[config.mk]
export PLATFORM = sky130hd
export DESIGN_NAME = wpk_uart_rx
export DESIGN_NICKNAME = d
export VERILOG_FILES = /design/src/rtl/wpk_pkg.sv /design/src/rtl/wpk_rx_deser.sv /design/src/rtl/wpk_rx_packer.sv /design/src/rtl/wpk_fifo.sv /design/src/rtl/wpk_uart_rx.sv
export SDC_FILE = /design/constraint.sdc
export NUM_CORES = 1
export LEC_CHECK = 0
export CAP_MARGIN = 20
export CORE_MARGIN = 8
export CORE_UTILIZATION = 48
export DETAILED_ROUTE_END_ITERATION = 10
export PLACE_DENSITY = 0.66
export SKIP_CTS_REPAIR_TIMING = 1
export SYNTH_ARGS = -nofsm -noshare
export SYNTH_HDL_FRONTEND = slang
export SYNTH_SLANG_ARGS = --single-unit
[constraint.sdc]
create_clock -name clk -period 7.6 [get_ports clk]
set_clock_uncertainty 0.2 [all_clocks]
set_input_delay 0.76 -clock clk [delete_from_list [all_inputs] [get_ports clk]]
set_output_delay 0.76 -clock clk [all_outputs]
set_load 0.01 [all_outputs]
[src/rtl/wpk_pkg.sv]
package wpk_pkg;
   localparam logic [2:0] A_CMD     = 3'd0;
   localparam logic [2:0] A_STATUS  = 3'd1;
   localparam logic [2:0] A_ISR     = 3'd2;
   localparam logic [2:0] A_DATA    = 3'd3;
   localparam logic [2:0] A_TOTAL   = 3'd4;
   localparam logic [2:0] A_WMARK   = 3'd5;
   localparam logic [2:0] A_TIMEOUT = 3'd6;

   localparam logic [2:0] C_RX_RESET  = 3'd1;
   localparam logic [2:0] C_RX_ENABLE = 3'd2;
   localparam logic [2:0] C_STALE_CLR = 3'd3;
   localparam logic [2:0] C_STALE_ARM = 3'd4;
   localparam logic [2:0] C_ERR_CLR   = 3'd5;

   typedef enum logic [1:0] {
      S_IDLE  = 2'd0,
      S_START = 2'd1,
      S_DATA  = 2'd2,
      S_STOP  = 2'd3
   } deser_state_e;
endpackage

[src/rtl/wpk_rx_deser.sv]
module wpk_rx_deser #(
   parameter int OVS = 16
) (
   input  logic       clk,
   input  logic       rst_n,
   input  logic       tick,
   input  logic       rx,
   output logic       byte_vld,
   output logic [7:0] byte_data,
   output logic       busy
);
   import wpk_pkg::*;

   localparam int CNT_W = $clog2(OVS);
   localparam logic [CNT_W-1:0] LAST_T = CNT_W'(OVS - 1);
   localparam logic [CNT_W-1:0] MID_T  = CNT_W'(OVS / 2 - 1);

   deser_state_e     state;
   logic [1:0]       rx_sync;
   logic             rx_s;
   logic [CNT_W-1:0] cnt;
   logic [2:0]       bitn;
   logic [7:0]       shreg;

   assign rx_s      = rx_sync[1];
   assign busy      = (state != S_IDLE);
   assign byte_data = shreg;

   always_ff @(posedge clk or negedge rst_n) begin
      if (!rst_n) begin
         rx_sync  <= 2'b11;
         state    <= S_IDLE;
         cnt      <= '0;
         bitn     <= '0;
         shreg    <= '0;
         byte_vld <= 1'b0;
      end else begin
         rx_sync  <= {rx_sync[0], rx};
         byte_vld <= 1'b0;
         case (state)
            S_IDLE: begin
               if (!rx_s) begin
                  state <= S_START;
                  cnt   <= '0;
               end
            end
            S_START: begin
               if (tick) begin
                  if (cnt == MID_T) begin
                     cnt  <= '0;
                     bitn <= '0;
                     state <= rx_s ? S_IDLE : S_DATA;
                  end else begin
                     cnt <= cnt + 1'b1;
                  end
               end
            end
            S_DATA: begin
               if (tick) begin
                  if (cnt == LAST_T) begin
                     cnt   <= '0;
                     shreg <= {rx_s, shreg[7:1]};
                     if (bitn == 3'd7) state <= S_STOP;
                     else              bitn  <= bitn + 1'b1;
                  end else begin
                     cnt <= cnt + 1'b1;
                  end
               end
            end
            default: begin
               if (tick) begin
                  if (cnt == LAST_T) begin
                     byte_vld <= rx_s;
                     state    <= S_IDLE;
                     cnt      <= '0;
                  end else begin
                     cnt <= cnt + 1'b1;
                  end
               end
            end
         endcase
      end
   end
endmodule

[src/rtl/wpk_rx_packer.sv]
module wpk_rx_packer #(
   parameter int OVS    = 16,
   parameter int WORD_W = 32,
   parameter int TO_W   = 8,
   parameter int CNT_W  = 16
) (
   input  logic              clk,
   input  logic              rst_n,
   input  logic              clr,
   input  logic              tick,
   input  logic              rx_busy,
   input  logic              byte_vld,
   input  logic [7:0]        byte_data,
   input  logic [TO_W-1:0]   timeout,
   input  logic              arm_set,
   input  logic              stale_clr,
   output logic              push,
   output logic [WORD_W-1:0] push_word,
   output logic              stale_evt,
   output logic              stale_flag,
   output logic [CNT_W-1:0]  total_cnt,
   output logic [CNT_W-1:0]  total_snap
);
   localparam int BPW        = WORD_W / 8;
   localparam int LANE_W     = (BPW > 1) ? $clog2(BPW) : 1;
   localparam int CHAR_TICKS = 10 * OVS;
   localparam int CT_W       = $clog2(CHAR_TICKS);
   localparam logic [LANE_W-1:0] LAST_LANE = LANE_W'(BPW - 1);
   localparam logic [CT_W-1:0]   CHAR_LAST = CT_W'(CHAR_TICKS - 1);

   logic [WORD_W-1:0] acc;
   logic [WORD_W-1:0] merged;
   logic [LANE_W-1:0] lane;
   logic              armed;
   logic              seen;
   logic [CT_W-1:0]   tick_cnt;
   logic [TO_W-1:0]   char_cnt;

   for (genvar g = 0; g < BPW; g++) begin : g_lane
      assign merged[g*8 +: 8] = (lane == LANE_W'(g)) ? byte_data : acc[g*8 +: 8];
   end

   assign stale_evt = armed && seen && !byte_vld && !rx_busy && (char_cnt == timeout);
   assign push      = (byte_vld && (lane == LAST_LANE)) || (stale_evt && (lane != '0));
   assign push_word = byte_vld ? merged : acc;

   always_ff @(posedge clk or negedge rst_n) begin
      if (!rst_n) begin
         acc <= '0; lane <= '0; armed <= 1'b0; seen <= 1'b0;
         stale_flag <= 1'b0; total_cnt <= '0; total_snap <= '0;
         tick_cnt <= '0; char_cnt <= '0;
      end else if (clr) begin
         acc <= '0; lane <= '0; armed <= 1'b0; seen <= 1'b0;
         stale_flag <= 1'b0; total_cnt <= '0; total_snap <= '0;
         tick_cnt <= '0; char_cnt <= '0;
      end else begin
         if (stale_clr) stale_flag <= 1'b0;
         if (arm_set)   armed      <= 1'b1;
         if (byte_vld) begin
            total_cnt <= total_cnt + 1'b1;
            seen      <= 1'b1;
            if (lane == LAST_LANE) begin
               lane <= '0;
               acc  <= '0;
            end else begin
               lane <= lane + 1'b1;
               acc  <= merged;
            end
         end else if (stale_evt) begin
            lane       <= '0;
            acc        <= '0;
            armed      <= 1'b0;
            seen       <= 1'b0;
            stale_flag <= 1'b1;
            total_snap <= total_cnt;
         end
         if (byte_vld || rx_busy) begin
            tick_cnt <= '0;
            char_cnt <= '0;
         end else if (tick) begin
            if (tick_cnt == CHAR_LAST) begin
               tick_cnt <= '0;
               if (char_cnt != {TO_W{1'b1}}) char_cnt <= char_cnt + 1'b1;
            end else begin
               tick_cnt <= tick_cnt + 1'b1;
            end
         end
      end
   end
endmodule

[src/rtl/wpk_fifo.sv]
module wpk_fifo #(
   parameter int W     = 32,
   parameter int DEPTH = 8,
   parameter int LVL_W = $clog2(DEPTH + 1)
) (
   input  logic             clk,
   input  logic             rst_n,
   input  logic             clr,
   input  logic             push,
   input  logic [W-1:0]     wdata,
   input  logic             pop,
   output logic [W-1:0]     rdata,
   output logic             full,
   output logic             empty,
   output logic [LVL_W-1:0] level
);
   localparam int PTR_W = (DEPTH > 1) ? $clog2(DEPTH) : 1;

   logic [W-1:0]     mem [DEPTH];
   logic [PTR_W-1:0] wr_ptr;
   logic [PTR_W-1:0] rd_ptr;
   logic             wr_ok;
   logic             rd_ok;

   assign full  = (level == LVL_W'(DEPTH));
   assign empty = (level == '0);
   assign wr_ok = push && !full;
   assign rd_ok = pop && !empty;
   assign rdata = mem[rd_ptr];

   always_ff @(posedge clk) begin
      if (wr_ok) mem[wr_ptr] <= wdata;
   end

   always_ff @(posedge clk or negedge rst_n) begin
      if (!rst_n) begin
         wr_ptr <= '0; rd_ptr <= '0; level <= '0;
      end else if (clr) begin
         wr_ptr <= '0; rd_ptr <= '0; level <= '0;
      end else begin
         if (wr_ok) wr_ptr <= wr_ptr + 1'b1;
         if (rd_ok) rd_ptr <= rd_ptr + 1'b1;
         level <= level + LVL_W'(wr_ok) - LVL_W'(rd_ok);
      end
   end
endmodule

[src/rtl/wpk_uart_rx.sv]
module wpk_uart_rx #(
   parameter int OVS         = 16,
   parameter int WORD_W      = 32,
   parameter int DEPTH       = 8,
   parameter int TO_W        = 8,
   parameter int CNT_W       = 16,
   parameter int DEF_TIMEOUT = 4
) (
   input  logic        clk,
   input  logic        rst_n,
   input  logic        baud_tick,
   input  logic        rx_in,
   input  logic [2:0]  reg_addr,
   input  logic        reg_wr,
   input  logic [31:0] reg_wdata,
   input  logic        reg_rd,
   output logic [31:0] reg_rdata,
   output logic        irq
);
   import wpk_pkg::*;

   localparam int LVL_W = $clog2(DEPTH + 1);

   if (OVS < 4 || (OVS % 2) != 0) begin : g_bad_ovs
      $error("OVS must be even and at least 4");
   end
   if (WORD_W != 32) begin : g_bad_word
      $error("WORD_W must match the 32-bit register port");
   end
   if (DEPTH < 2 || (DEPTH & (DEPTH - 1)) != 0) begin : g_bad_depth
      $error("DEPTH must be a power of two, at least 2");
   end
   if (TO_W > 32 || CNT_W > 32 || LVL_W > 32) begin : g_bad_width
      $error("register fields wider than the port");
   end

   logic              byte_vld_raw, byte_vld, rx_busy;
   logic [7:0]        byte_data;
   logic              rx_en, overrun;
   logic [LVL_W-1:0]  wm_q;
   logic [TO_W-1:0]   timeout_q;
   logic              cmd_wr, rx_reset, stale_clr, stale_arm, err_clr;
   logic              fifo_push, fifo_pop, fifo_full, fifo_empty;
   logic [WORD_W-1:0] push_word, fifo_head;
   logic [LVL_W-1:0]  fifo_level;
   logic              stale_evt, stale_flag, wm_hit;
   logic [CNT_W-1:0]  total_cnt, total_snap;
   logic              unused_wdata;

   assign unused_wdata = ^reg_wdata;

   assign cmd_wr    = reg_wr && (reg_addr == A_CMD);
   assign rx_reset  = cmd_wr && (reg_wdata[2:0] == C_RX_RESET);
   assign stale_clr = cmd_wr && (reg_wdata[2:0] == C_STALE_CLR);
   assign stale_arm = cmd_wr && (reg_wdata[2:0] == C_STALE_ARM);
   assign err_clr   = cmd_wr && (reg_wdata[2:0] == C_ERR_CLR);
   assign fifo_pop  = reg_rd && (reg_addr == A_DATA) && !fifo_empty;
   assign byte_vld  = byte_vld_raw && rx_en;
   assign wm_hit    = (fifo_level > wm_q);
   assign irq       = stale_flag || wm_hit;

   wpk_rx_deser #(.OVS(OVS)) u_deser (
      .clk(clk), .rst_n(rst_n), .tick(baud_tick), .rx(rx_in),
      .byte_vld(byte_vld_raw), .byte_data(byte_data), .busy(rx_busy)
   );

   wpk_rx_packer #(.OVS(OVS), .WORD_W(WORD_W), .TO_W(TO_W), .CNT_W(CNT_W)) u_packer (
      .clk(clk), .rst_n(rst_n), .clr(rx_reset), .tick(baud_tick),
      .rx_busy(rx_busy), .byte_vld(byte_vld), .byte_data(byte_data),
      .timeout(timeout_q), .arm_set(stale_arm), .stale_clr(stale_clr),
      .push(fifo_push), .push_word(push_word), .stale_evt(stale_evt),
      .stale_flag(stale_flag), .total_cnt(total_cnt), .total_snap(total_snap)
   );

   wpk_fifo #(.W(WORD_W), .DEPTH(DEPTH), .LVL_W(LVL_W)) u_fifo (
      .clk(clk), .rst_n(rst_n), .clr(rx_reset), .push(fifo_push),
      .wdata(push_word), .pop(fifo_pop), .rdata(fifo_head),
      .full(fifo_full), .empty(fifo_empty), .level(fifo_level)
   );

   always_ff @(posedge clk or negedge rst_n) begin
      if (!rst_n) begin
         rx_en     <= 1'b0;
         overrun   <= 1'b0;
         wm_q      <= LVL_W'(DEPTH);
         timeout_q <= TO_W'(DEF_TIMEOUT);
      end else begin
         if (rx_reset)
            rx_en <= 1'b0;
         else if (cmd_wr && (reg_wdata[2:0] == C_RX_ENABLE))
            rx_en <= 1'b1;
         if (err_clr) overrun <= 1'b0;
         if (fifo_push && fifo_full) overrun <= 1'b1;
         if (reg_wr && (reg_addr == A_WMARK))   wm_q      <= reg_wdata[LVL_W-1:0];
         if (reg_wr && (reg_addr == A_TIMEOUT)) timeout_q <= reg_wdata[TO_W-1:0];
      end
   end

   always_comb begin
      reg_rdata = '0;
      case (reg_addr)
         A_STATUS:  reg_rdata[3:0] = {fifo_full, rx_en, overrun, !fifo_empty};
         A_ISR:     reg_rdata[1:0] = {wm_hit, stale_flag};
         A_DATA:    reg_rdata = fifo_head;
         A_TOTAL:   reg_rdata[CNT_W-1:0] = total_snap;
         A_WMARK:   reg_rdata[LVL_W-1:0] = wm_q;
         A_TIMEOUT: reg_rdata[TO_W-1:0] = timeout_q;
         default:   reg_rdata = '0;
      endcase
   end
endmodule

==> results of run 1 <==
[how the worst max path moves through the flow]
stage                     startpoint                to  slack (ps)  cells after the start
global route        u_fifo.rd_ptr[0]      reg_rdata[5]        2630                      5
finish              u_fifo.rd_ptr[0]      reg_rdata[5]        2860                      5
floorplan           u_deser.state[0]  u_fifo.mem[7][0]        2980                      5
global placement    u_fifo.rd_ptr[0]      reg_rdata[5]        3320                      5
detailed placement  u_fifo.rd_ptr[0]      reg_rdata[5]        3310                      5
CTS                 u_fifo.rd_ptr[0]      reg_rdata[5]        2740                      5
[worst max-delay path: cells and delay by family, from the launching register on]
kind / cells / cell delay [ps]
buf+inv: 2 / 1110
mux: 2 / 950
flops: 1 / 950
compound gates: 1 / 160
[through the flow]
step	hold WS, ps	utilization [%]	instances
after floorplan	145.2	-	1118
after global placement	146.3	51.04	1577
after detailed placement	150.4	51.04	1577
after CTS	135.8	54.80	1653
after global routing	155.7	54.80	1653
final	100.2	54.80	1653
[flip-flops by register name (all words and copies together) (netlist names), 8 cells and up]
name,count
timeout_q,8
u_packer.acc,32
u_packer.tick_cnt,8
u_deser.byte_data,8
u_fifo.mem,256
u_packer.char_cnt,8
u_packer.total_cnt,16
u_packer.total_snap,16
[logic make-up (layout without fill, tap and decap cells)]
logic type      Yosys count  after routing  share of synthesized area, %
buf+inv                  85            165                         2.265
compound gates          136            136                         4.848
fa+ha+maj                23             23                         1.782
simple gates            284            284                         8.028
mux                     170            170                         15.31
xor+xnor                 35             35                         1.850
flops                   385            385                         65.91
[synthesized netlist by cell type, types with 3 or more instances]
cell type                  instances
sky130_fd_sc_hd__a21oi_1          45
sky130_fd_sc_hd__a22oi_1           4
sky130_fd_sc_hd__a31oi_1           3
sky130_fd_sc_hd__and2_1            6
sky130_fd_sc_hd__and3_1            3
sky130_fd_sc_hd__and4_1            3
sky130_fd_sc_hd__and4b_1           3
sky130_fd_sc_hd__buf_1            14
sky130_fd_sc_hd__buf_2            15
sky130_fd_sc_hd__buf_6             5
sky130_fd_sc_hd__clkbuf_1         26
sky130_fd_sc_hd__dfrtp_1         125
sky130_fd_sc_hd__dfstp_2           4
sky130_fd_sc_hd__edfxtp_1        256
sky130_fd_sc_hd__ha_1             22
sky130_fd_sc_hd__inv_1            25
sky130_fd_sc_hd__mux2_2           48
sky130_fd_sc_hd__mux2i_1          60
sky130_fd_sc_hd__mux4_2           62
sky130_fd_sc_hd__nand2_1         104
sky130_fd_sc_hd__nand2b_1          3
sky130_fd_sc_hd__nand3_1          18
sky130_fd_sc_hd__nand4_1           9
sky130_fd_sc_hd__nor2_1           94
sky130_fd_sc_hd__nor2b_1           8
sky130_fd_sc_hd__nor3_1           10
sky130_fd_sc_hd__nor3b_1           5
sky130_fd_sc_hd__o211ai_1          5
sky130_fd_sc_hd__o21a_1            3
sky130_fd_sc_hd__o21ai_0          51
sky130_fd_sc_hd__o22ai_1           5
sky130_fd_sc_hd__or3_1             5
sky130_fd_sc_hd__xnor2_1          17
sky130_fd_sc_hd__xor2_1           18
[area by class of cell]
cell class,count,area (um^2),share of cell area (%)
Clock inverter,27,211.5,1.125
Tap cell,455,569.3,3.030
Clock buffer,49,1076,5.727
Inverter,25,93.84,0.4994
Sequential cell,385,10930,58.15
Multi-Input combinational cell,648,5311,28.27
Timing Repair Buffer,64,600.6,3.196
[metal layers]
metal  global-route usage [%]  vias up  share of wire (%)
li1                         -     4287                  -
met1                    23.96     4821                 47
met2                    25.90      158                 48
met3                    2.514       50                3.7
met4                    3.966        0                1.9
met5                        0        -                  0
[report_power, final]
part	internal [uW]	switching, uW	leakage [uW]
Combinational	628	630	0.00232
Clock	1090	809	0.000639
Sequential	2570	266	0.00398
==> load_flow_metrics.sql, run 1 <==
INSERT INTO impl_metrics (metric_group, metric, value, unit) VALUES
('worst_hold_path', 'min_path_type', 'input port to asynchronous set/reset pin', ''),
('route', 'antenna_violating_nets_post_route', '0', ''),
('pwr', 'power', '5991', 'uW'),
('sta', 'maxSlewHeadroom', '29.85', '%'),
('worst_setup_path', 'reg2reg_from', 'u_packer.char_cnt[3]', ''),
('worst_setup_path', 'critical_path_launch_point_type', 'flop', ''),
('floorplanning', 'number_of_primary_i_o_pins', '74', ''),
('global_routing', 'globalRoute.totalOverflow', '0', ''),
('finish', 'n_antenna_cell', '0', ''),
('synth', 'ys.flop_type', 'sky130_fd_sc_hd__edfxtp_1', ''),
('synth', 'yosysTopAreaCell', 'sky130_fd_sc_hd__edfxtp_1', ''),
('synth', 'synth_enable_flop_cells', '256', ''),
('global_routing', 'antenna_violations_before_repair', '0', ''),
('cts', 'cts_max_level', '2', ''),
('synth', 'synthesis.instances', '1118', ''),
('synth', 'synth.yosys.seq_area_share', '65.91', '%'),
('worst_setup_path', 'crit_chain', 'buf_4 -> mux4_2 -> mux2i_1 -> o22ai_1 -> clkdlybuf4s50_1', ''),
('place', 'area_after_detailed_placement', '0.01750', 'mm^2'),
('route', 'drt-total-wl', '33670', 'um'),
('worst_setup_path', 'ff2ff_setup_slack', '4190', 'ps'),
('finish', 'flow.area_growth_from_synthesis', '13.40', '%'),
('sta', 'setup-violations-final', '0', ''),
('sta', 'finalHoldViolations', '0', ''),
('pwr', 'power.leakage', '0.006934', 'uW'),
('global_routing', 'grt_pass1_wl', '53620', 'um'),
('finish', 'final_layout_size_suffix_gt1_share', '17.61', '%'),
('worst_setup_path', 'rr_endpoint', 'u_fifo.mem[3][17]', ''),
('worst_setup_path', 'timing.critical_path.to_type', 'primary output', ''),
('worst_setup_path', 'criticalPathCategory', 'flop to primary output', ''),
('finish', 'final_design_area_no_fill', '0.01879', 'mm^2'),
('route', 'drt_pre_antenna_iters', '5', ''),
('cts', 'library_cell_used_as_clock_root_buffer', 'sky130_fd_sc_hd__clkbuf_16', ''),
('worst_setup_path', 'r2r_cells', '5', ''),
('floorplanning', 'die_width', '201.8', 'um'),
('route', 'routed_length_per_instance', '20.37', 'um'),
('synth', 'synth_largest_type_area_fraction', '46.40', '%'),
('route', 'drt_iter0_drc', '720', ''),
('global_routing', 'via_count_of_the_first_global_routing_pass', '9277', ''),
('run_status', 'run_status', 'finished clean', ''),
('worst_setup_path', 'worst_path_largest_cell_delay', '950', 'ps'),
('global_routing', 'groute.usage.overall', '16.48', '%'),
('synth', 'ys_top_cells_by_area', 'sky130_fd_sc_hd__edfxtp_1 46%, sky130_fd_sc_hd__dfrtp_1 19%, sky130_fd_sc_hd__mux4_2 8.4%', ''),
('route', 'detail_route.vias_per_cell', '5.636', ''),
('sta', 'max_freq', '211.0', 'MHz'),
('cts', 'insertion_delay', '530', 'ps'),
('finish', 'mostFrequentLayoutCells', '256 x sky130_fd_sc_hd__edfxtp_1, 122 x sky130_fd_sc_hd__dfrtp_1, 104 x sky130_fd_sc_hd__nand2_1', ''),
('sta', 'worst_slew_pin_slew', '1052', 'ps'),
('synth', 'yosys_warnings', '0', ''),
('sta', 'grt_setup_unrepaired', 'false', ''),
('worst_setup_path', 'crit_fanout', '41', ''),
('pwr', 'power-per-cell-area', '318.8', 'mW/mm^2'),
('sta', 'worst_slack', '2860', 'ps'),
('global_routing', 'grt_start_max_net_pins', '73', ''),
('cts', 'clockBufferDepth', '3', ''),
('worst_setup_path', 'worst-endpoint-required', '6640', 'ps'),
('floorplanning', 'design.die.area', '0.04072', 'mm^2'),
('floorplanning', 'floorplan.die.height', '201.8', 'um'),
('floorplanning', 'floorplan.rows', '68', ''),
('sta', 'layout_min_cycle_time', '4740', 'ps'),
('sta', 'slew_viol_final', '0', ''),
('synth', 'syn_nets', '1182', ''),
('route', 'routed-via-count', '9316', ''),
('place', 'place_congestion', '0.7802', ''),
('finish', 'design.final.nets', '1229', ''),
('sta', 'setup_tns', '0', 'ps'),
('place', 'pre_cts_slack', '3310', 'ps'),
('synth', 'number_of_distinct_library_cells_after_synthesis', '59', ''),
('worst_setup_path', 'crit_slowest_cell', 'sky130_fd_sc_hd__dfrtp_4', ''),
('route', 'post-route-drc-count', '0', ''),
('sta', 'post-route-period-util', '62.37', '%'),
('synth', 'synth_area_per_cell', '14.82', 'um^2');
(Power assumes the default switching activity.)
==> inputs of run 2 (changes only) <==
--- a/config.mk
+++ b/config.mk
@@ -9,7 +9,7 @@
 export CORE_MARGIN = 8
 export CORE_UTILIZATION = 48
 export DETAILED_ROUTE_END_ITERATION = 10
-export PLACE_DENSITY = 0.66
+export PLACE_DENSITY = 0.68
 export SKIP_CTS_REPAIR_TIMING = 1
 export SYNTH_ARGS = -nofsm -noshare
 export SYNTH_HDL_FRONTEND = slang
==> constraint.sdc (replaced) <==
create_clock -name clk -period 4.3 [get_ports clk]
set_clock_uncertainty 0.2 [all_clocks]
set_input_delay 0.43 -clock clk [delete_from_list [all_inputs] [get_ports clk]]
set_output_delay 0.43 -clock clk [all_outputs]
set_load 0.01 [all_outputs]
==> run 2 against run 1 <==
Net effect: sequential cell count unchanged; combinational power increased by 87%; register-to-register slack got worse by 3200 ps.
==> load_flow_metrics.sql, run 2 (synthesis results as in run 1) <==
INSERT INTO impl_metrics (metric_group, metric, value, unit) VALUES
('global_routing', 'globalRoute.totalOverflow', '0', ''),
('route', 'routed_length_per_instance', '20.63', 'um'),
('pwr', 'power-per-cell-area', '570.5', 'mW/mm^2'),
('sta', 'finalHoldViolations', '0', ''),
('route', 'antenna_violating_nets_post_route', '0', ''),
('worst_setup_path', 'worst-endpoint-required', '3670', 'ps'),
('route', 'routed-via-count', '9411', ''),
('sta', 'layout_min_cycle_time', '3664', 'ps'),
('finish', 'final_core_utilization', '55.56', '%'),
('worst_setup_path', 'arrival', '3030', 'ps'),
('route', 'drt-total-wl', '34440', 'um'),
('finish', 'design.final.nets', '1245', ''),
('global_routing', 'via_count_of_the_first_global_routing_pass', '9721', ''),
('pwr', 'power.leakage', '0.007089', 'uW'),
('floorplanning', 'die_width', '201.8', 'um'),
('cts', 'insertion_delay', '530', 'ps'),
('floorplanning', 'start_util', '48.32', '%'),
('sta', 'setup-violations-final', '0', ''),
('place', 'place.detailed.hpwl', '21370', 'um'),
('global_routing', 'grt_start_max_net_pins', '72', ''),
('floorplanning', 'coreArea', '0.03429', 'mm^2'),
('sta', 'max_freq', '273.0', 'MHz'),
('cts', 'cts_max_level', '2', ''),
('floorplanning', 'floorplan.die.height', '201.8', 'um'),
('global_routing', 'groute.usage.overall', '17.04', '%'),
('place', 'placement.io_buffers', '49', ''),
('cts', 'cts_tree', 'yes', ''),
('sta', 'grt_setup_unrepaired', 'false', ''),
('place', 'place_congestion', '0.7918', ''),
('finish', 'largest_register_ff_count', '256', ''),
('global_routing', 'antenna_violations_before_repair', '0', ''),
('finish', 'mostFrequentLayoutCells', '256 x sky130_fd_sc_hd__edfxtp_1, 122 x sky130_fd_sc_hd__dfrtp_1, 104 x sky130_fd_sc_hd__nand2_1', ''),
('cts', 'inserted_clock_buffers', '41', ''),
('finish', 'biggestRegsByFlops', 'u_fifo.mem (256), u_packer.acc (32)', ''),
('floorplanning', 'design.die.area', '0.04072', 'mm^2'),
('sta', 'setup_tns', '0', 'ps'),
('finish', 'final_layout_size_suffix_gt1_share', '18.95', '%'),
('worst_setup_path', 'timing.critical_path.to_type', 'primary output', ''),
('sta', 'post-route-period-util', '85.20', '%'),
('floorplanning', 'number_of_primary_i_o_pins', '74', ''),
('worst_setup_path', 'criticalPathCategory', 'flop to primary output', ''),
('route', 'post-route-drc-count', '0', ''),
('finish', 'n_fill_cell', '2695', ''),
('sta', 'maxSlewHeadroom', '37.34', '%'),
('finish', 'n_antenna_cell', '0', ''),
('floorplanning', 'floorplan.rows', '68', ''),
('global_routing', 'grt_pass1_wl', '55410', 'um'),
('sta', 'worst_slew_pin_slew', '939.9', 'ps'),
('worst_setup_path', 'critical_path_launch_point_type', 'flop', ''),
('cts', 'clockBufferDepth', '3', ''),
('sta', 'slew_viol_final', '0', ''),
('worst_hold_path', 'min_path_type', 'input port to flop', ''),
('job', 'cap_violations', '0', ''),
('worst_setup_path', 'crit_fanout', '20', ''),
('cts', 'cts.reportedPaths.clkPinSlew', '60', 'ps'),
('route', 'drt_iter0_drc', '719', ''),
('finish', 'regMostFlops', 'u_fifo.mem', ''),
('finish', 'flow.area_growth_from_synthesis', '14.99', '%'),
('route', 'detail_route.vias_per_cell', '5.639', ''),
('pwr', 'max-vdd-ir-drop', '352.8', 'uV'),
('finish', 'mostFrequentLayoutCell', 'sky130_fd_sc_hd__edfxtp_1', ''),
('route', 'drt_pre_antenna_iters', '5', ''),
('cts', 'library_cell_used_as_clock_root_buffer', 'sky130_fd_sc_hd__clkbuf_16', ''),
('cts', 'clock-sinks', '385', ''),
('run_status', 'run_status', 'finished clean', '');
## run 2: layout make-up
| type | count | area, um^2 | area share, % |
|---|---|---|---|
| Sequential cell | 385 | 10930 | 57.35 |
| Multi-Input combinational cell | 648 | 5336 | 28.01 |
| Clock buffer | 55 | 1139 | 5.976 |
| Timing Repair Buffer | 80 | 748.2 | 3.927 |
| Tap cell | 455 | 569.3 | 2.988 |
| Clock inverter | 21 | 239.0 | 1.254 |
| Inverter | 25 | 93.84 | 0.4925 |
## run 2: metrics by stage
stage | std cells | hold slack, ps | cell area (um^2) | setup WS [ps] | power (uW)
after floorplan | 1118 | -65.59 | 16590 | 287.3 | 6650
after global placement | 1592 | 145.3 | 17660 | 862.2 | 7348
after detailed placement | 1592 | 157.1 | 17660 | 848.8 | 7441
after CTS | 1668 | -118.4 | 19040 | 541.0 | 10990
after global routing | 1669 | 129.9 | 19050 | 397.3 | 11390
final | 1669 | 151.5 | 19050 | 636.4 | 10870
## run 2: power by group
part	internal (uW)	total, uW	switching, uW	leakage, uW
sequential	4540	4980	434	0.00398
combinational	1160	2360	1200	0.00243
clock	2120	3530	1420	0.000681
total	7820	10900	3050	0.00709
## run 2: worst paths after layout
| path | to | startpoint | slack, ps | depth (start not counted) |
|---|---|---|---|---|
| max | reg_rdata[0] | u_fifo.rd_ptr[0] | 640 | 7 |
| min | u_deser.rx_sync[0] | rx_in | 150 | 1 |
| max reg2reg | u_fifo.mem[6][4] | timeout_q[2] | 1030 | 6 |
| min reg2reg | u_deser.rx_sync[1] | u_deser.rx_sync[0] | 160 | 0 |
| max in group asynchronous | u_packer.lane[1] | rst_n | 2670 | 3 |
| min in group asynchronous | u_deser.bitn[2] | rst_n | 390 | 2 |
## run 2: per-layer routing
metal | up-vias | GRT usage [%] | share of wire, %
li1 | 4315 | - | -
met1 | 4876 | 23.50 | 45
met2 | 182 | 28.43 | 49
met3 | 38 | 2.466 | 4.3
met4 | 0 | 3.913 | 1.4
met5 | - | 0 | 0
## run 2: worst max-delay path, stage by stage (launching register included)
cell and delay, ps:
sky130_fd_sc_hd__dfrtp_4 680, sky130_fd_sc_hd__buf_4 440, sky130_fd_sc_hd__mux2_2 380, sky130_fd_sc_hd__a21boi_0 230, sky130_fd_sc_hd__o21ai_0 110, sky130_fd_sc_hd__nand3_1 100, sky130_fd_sc_hd__nand2_1 80, sky130_fd_sc_hd__clkdlybuf4s50_1 490
==> inputs of run 3 (changes only) <==
--- a/config.mk
+++ b/config.mk
@@ -9,7 +9,7 @@
 export CORE_MARGIN = 8
 export CORE_UTILIZATION = 48
 export DETAILED_ROUTE_END_ITERATION = 10
-export PLACE_DENSITY = 0.68
+export PLACE_DENSITY = 0.66
 export SKIP_CTS_REPAIR_TIMING = 1
 export SYNTH_ARGS = -nofsm -noshare
 export SYNTH_HDL_FRONTEND = slang
==> constraint.sdc (replaced) <==
create_clock -name clk -period 4.1 [get_ports clk]
set_clock_uncertainty 0.2 [all_clocks]
set_input_delay 0.41 -clock clk [delete_from_list [all_inputs] [get_ports clk]]
set_output_delay 0.41 -clock clk [all_outputs]
set_load 0.01 [all_outputs]
==> run 3 against run 2 <==
Net effect: sequential share of layout area up 0.31 points; sequential power up 4.4%; die area unchanged; first-iteration DRC count up 12%; worst setup slack worse by 270 ps; cell area down 0.53%; hold slack worse by 44 ps; clock power down 2%; critical path type unchanged; critical endpoint unchanged; largest power group unchanged; highest routed layer unchanged.
==> load_flow_metrics.sql, run 3 (synthesis results as in run 1) <==
INSERT INTO impl_metrics (metric_group, metric, value, unit) VALUES
('pwr', 'power-per-cell-area', '588.4', 'mW/mm^2'),
('pwr', 'seq_power_share', '46.6', '%'),
('route', 'detail_route.vias_per_cell', '5.597', ''),
('finish', 'mostFrequentLayoutCell', 'sky130_fd_sc_hd__edfxtp_1', ''),
('place', 'pre_cts_slack', '802.7', 'ps'),
('sta', 'grt_setup_unrepaired', 'false', ''),
('finish', 'biggestRegsByFlops', 'u_fifo.mem (256), u_packer.acc (32)', ''),
('pwr', 'internal_power_of_the_cells', '7983', 'uW'),
('cts', 'clockBufferDepth', '3', ''),
('route', 'routed_length_per_instance', '20.74', 'um'),
('sta', 'finalHoldViolations', '0', ''),
('sta', 'worst_slack', '370.8', 'ps'),
('cts', 'inserted_clock_buffers', '40', ''),
('sta', 'slew_viol_final', '0', ''),
('cts', 'cts_max_level', '2', ''),
('place', 'placed_cells', '1592', ''),
('place', 'place.detailed.hpwl', '21510', 'um'),
('finish', 'final_core_utilization', '55.27', '%'),
('floorplanning', 'number_of_primary_i_o_pins', '74', ''),
('global_routing', 'antenna_violations_before_repair', '0', ''),
('global_routing', 'via_count_of_the_first_global_routing_pass', '9529', ''),
('sta', 'layout_min_cycle_time', '3729', 'ps'),
('floorplanning', 'floorplan.rows', '68', ''),
('worst_setup_path', 'crit_fanout', '23', ''),
('route', 'drt_pre_antenna_iters', '5', ''),
('place', 'place_congestion', '0.8156', ''),
('job', 'cap_violations', '0', ''),
('route', 'antenna_violating_nets_post_route', '0', ''),
('worst_setup_path', 'arrival', '3120', 'ps'),
('pwr', 'clockPowerShare', '31.1', '%'),
('floorplanning', 'die_width', '201.8', 'um'),
('place', 'placement.io_buffers', '49', ''),
('global_routing', 'groute.usage.overall', '17.07', '%'),
('route', 'drt-total-wl', '34570', 'um'),
('cts', 'clock-sinks', '385', ''),
('floorplanning', 'start_util', '48.32', '%'),
('cts', 'insertion_delay', '530', 'ps'),
('route', 'drt_iter0_drc', '804', ''),
('cts', 'cts.reportedPaths.clkPinSlew', '60', 'ps'),
('pwr', 'max-vdd-ir-drop', '291.6', 'uV'),
('finish', 'mostFrequentLayoutCells', '256 x sky130_fd_sc_hd__edfxtp_1, 122 x sky130_fd_sc_hd__dfrtp_1, 104 x sky130_fd_sc_hd__nand2_1', ''),
('finish', 'flow.area_growth_from_synthesis', '14.38', '%'),
('pwr', 'sw_frac_of_total', '28.41', '%'),
('sta', 'worst_slew_pin_slew', '896.4', 'ps'),
('worst_setup_path', 'worst-endpoint-required', '3490', 'ps'),
('finish', 'design.final.nets', '1244', ''),
('finish', 'n_antenna_cell', '0', ''),
('cts', 'cts_tree', 'yes', ''),
('worst_setup_path', 'timing.critical_path.to_type', 'primary output', ''),
('sta', 'post-route-period-util', '90.96', '%'),
('pwr', 'p_comb_share', '22.2', '%'),
('pwr', 'total_net_switching_power', '3168', 'uW'),
('sta', 'setup_tns', '0', 'ps'),
('cts', 'library_cell_used_as_clock_root_buffer', 'sky130_fd_sc_hd__clkbuf_16', ''),
('finish', 'final_layout_size_suffix_gt1_share', '18.48', '%'),
('finish', 'stdcell_count', '1667', ''),
('floorplanning', 'coreArea', '0.03429', 'mm^2'),
('sta', 'maxSlewHeadroom', '39.97', '%'),
('global_routing', 'grt_start_max_net_pins', '65', ''),
('global_routing', 'globalRoute.totalOverflow', '0', ''),
('finish', 'regMostFlops', 'u_fifo.mem', ''),
('worst_setup_path', 'critical_path_launch_point_type', 'flop', ''),
('floorplanning', 'design.die.area', '0.04072', 'mm^2'),
('route', 'post-route-drc-count', '0', ''),
('run_status', 'run_status', 'finished clean', ''),
('worst_setup_path', 'criticalPathCategory', 'flop to primary output', ''),
('route', 'routed-via-count', '9330', ''),
('sta', 'worst_hold_slack', '107.5', 'ps'),
('floorplanning', 'floorplan.die.height', '201.8', 'um'),
('sta', 'setup-violations-final', '0', ''),
('pwr', 'power.leakage', '0.007032', 'uW'),
('finish', 'largest_register_ff_count', '256', ''),
('global_routing', 'grt_pass1_wl', '55250', 'um'),
('worst_hold_path', 'min_path_type', 'input port to flop', ''),
('sta', 'max_freq', '268.2', 'MHz'),
('worst_setup_path', 'ff2ff_setup_slack', '910', 'ps');
==> run 3: layout make-up <==
type                       instances  area (um^2)
clock buffer                      54         1135
clock inverter                    20        128.9
fill                            2739        15340
inverter                          25        93.84
multi-input combinational        648         5336
sequential                       385        10930
tap                              455        569.3
timing repair buffer              80        760.7
==> run 3: stage by stage <==
step	power [uW]	instance area, um^2
after global routing	11690	18950
after detailed placement	7789	17680
final	11150	18950
after global placement	7695	17680
after CTS	11270	18940
after floorplan	6974	16590
==> run 3: worst paths after layout <==
check                      depth (start not counted)              endpoint            startpoint
min reg2reg                                        0    u_deser.rx_sync[1]    u_deser.rx_sync[0]
max reg2reg                                        6     u_fifo.mem[5][13]  u_packer.char_cnt[3]
min in group asynchronous                          2  u_packer.tick_cnt[0]                 rst_n
max in group asynchronous                          3      u_fifo.rd_ptr[0]                 rst_n
min                                                1    u_deser.rx_sync[0]                 rx_in
max                                                7          reg_rdata[0]      u_fifo.rd_ptr[0]
==> run 3: worst max-delay path: stages (launching register included) <==
cell and delay, ps:
sky130_fd_sc_hd__dfrtp_4 720, sky130_fd_sc_hd__buf_4 480, sky130_fd_sc_hd__mux2_2 380, sky130_fd_sc_hd__a21boi_0 230
sky130_fd_sc_hd__o21ai_0 110, sky130_fd_sc_hd__nand3_1 110, sky130_fd_sc_hd__nand2_1 70, sky130_fd_sc_hd__clkdlybuf4s50_1 500
==> run 3: layer usage <==
layer	global-route usage [%]	vias to the layer above	wire, um
met4	4.435	0	603
met5	0	-	0
met2	27.44	205	16680
met3	2.370	43	1512
met1	24.28	4771	15780
li1	-	4311	-
==> run 3: power by group through the flow <==
stage	Combinational, uW	Sequential, uW	Clock, uW
finish	2480	5200	3470
CTS	2520	5200	3540
global placement	2430	5260	0
floorplan	1960	5020	0
detailed placement	2510	5280	0
global route	2740	5260	3690
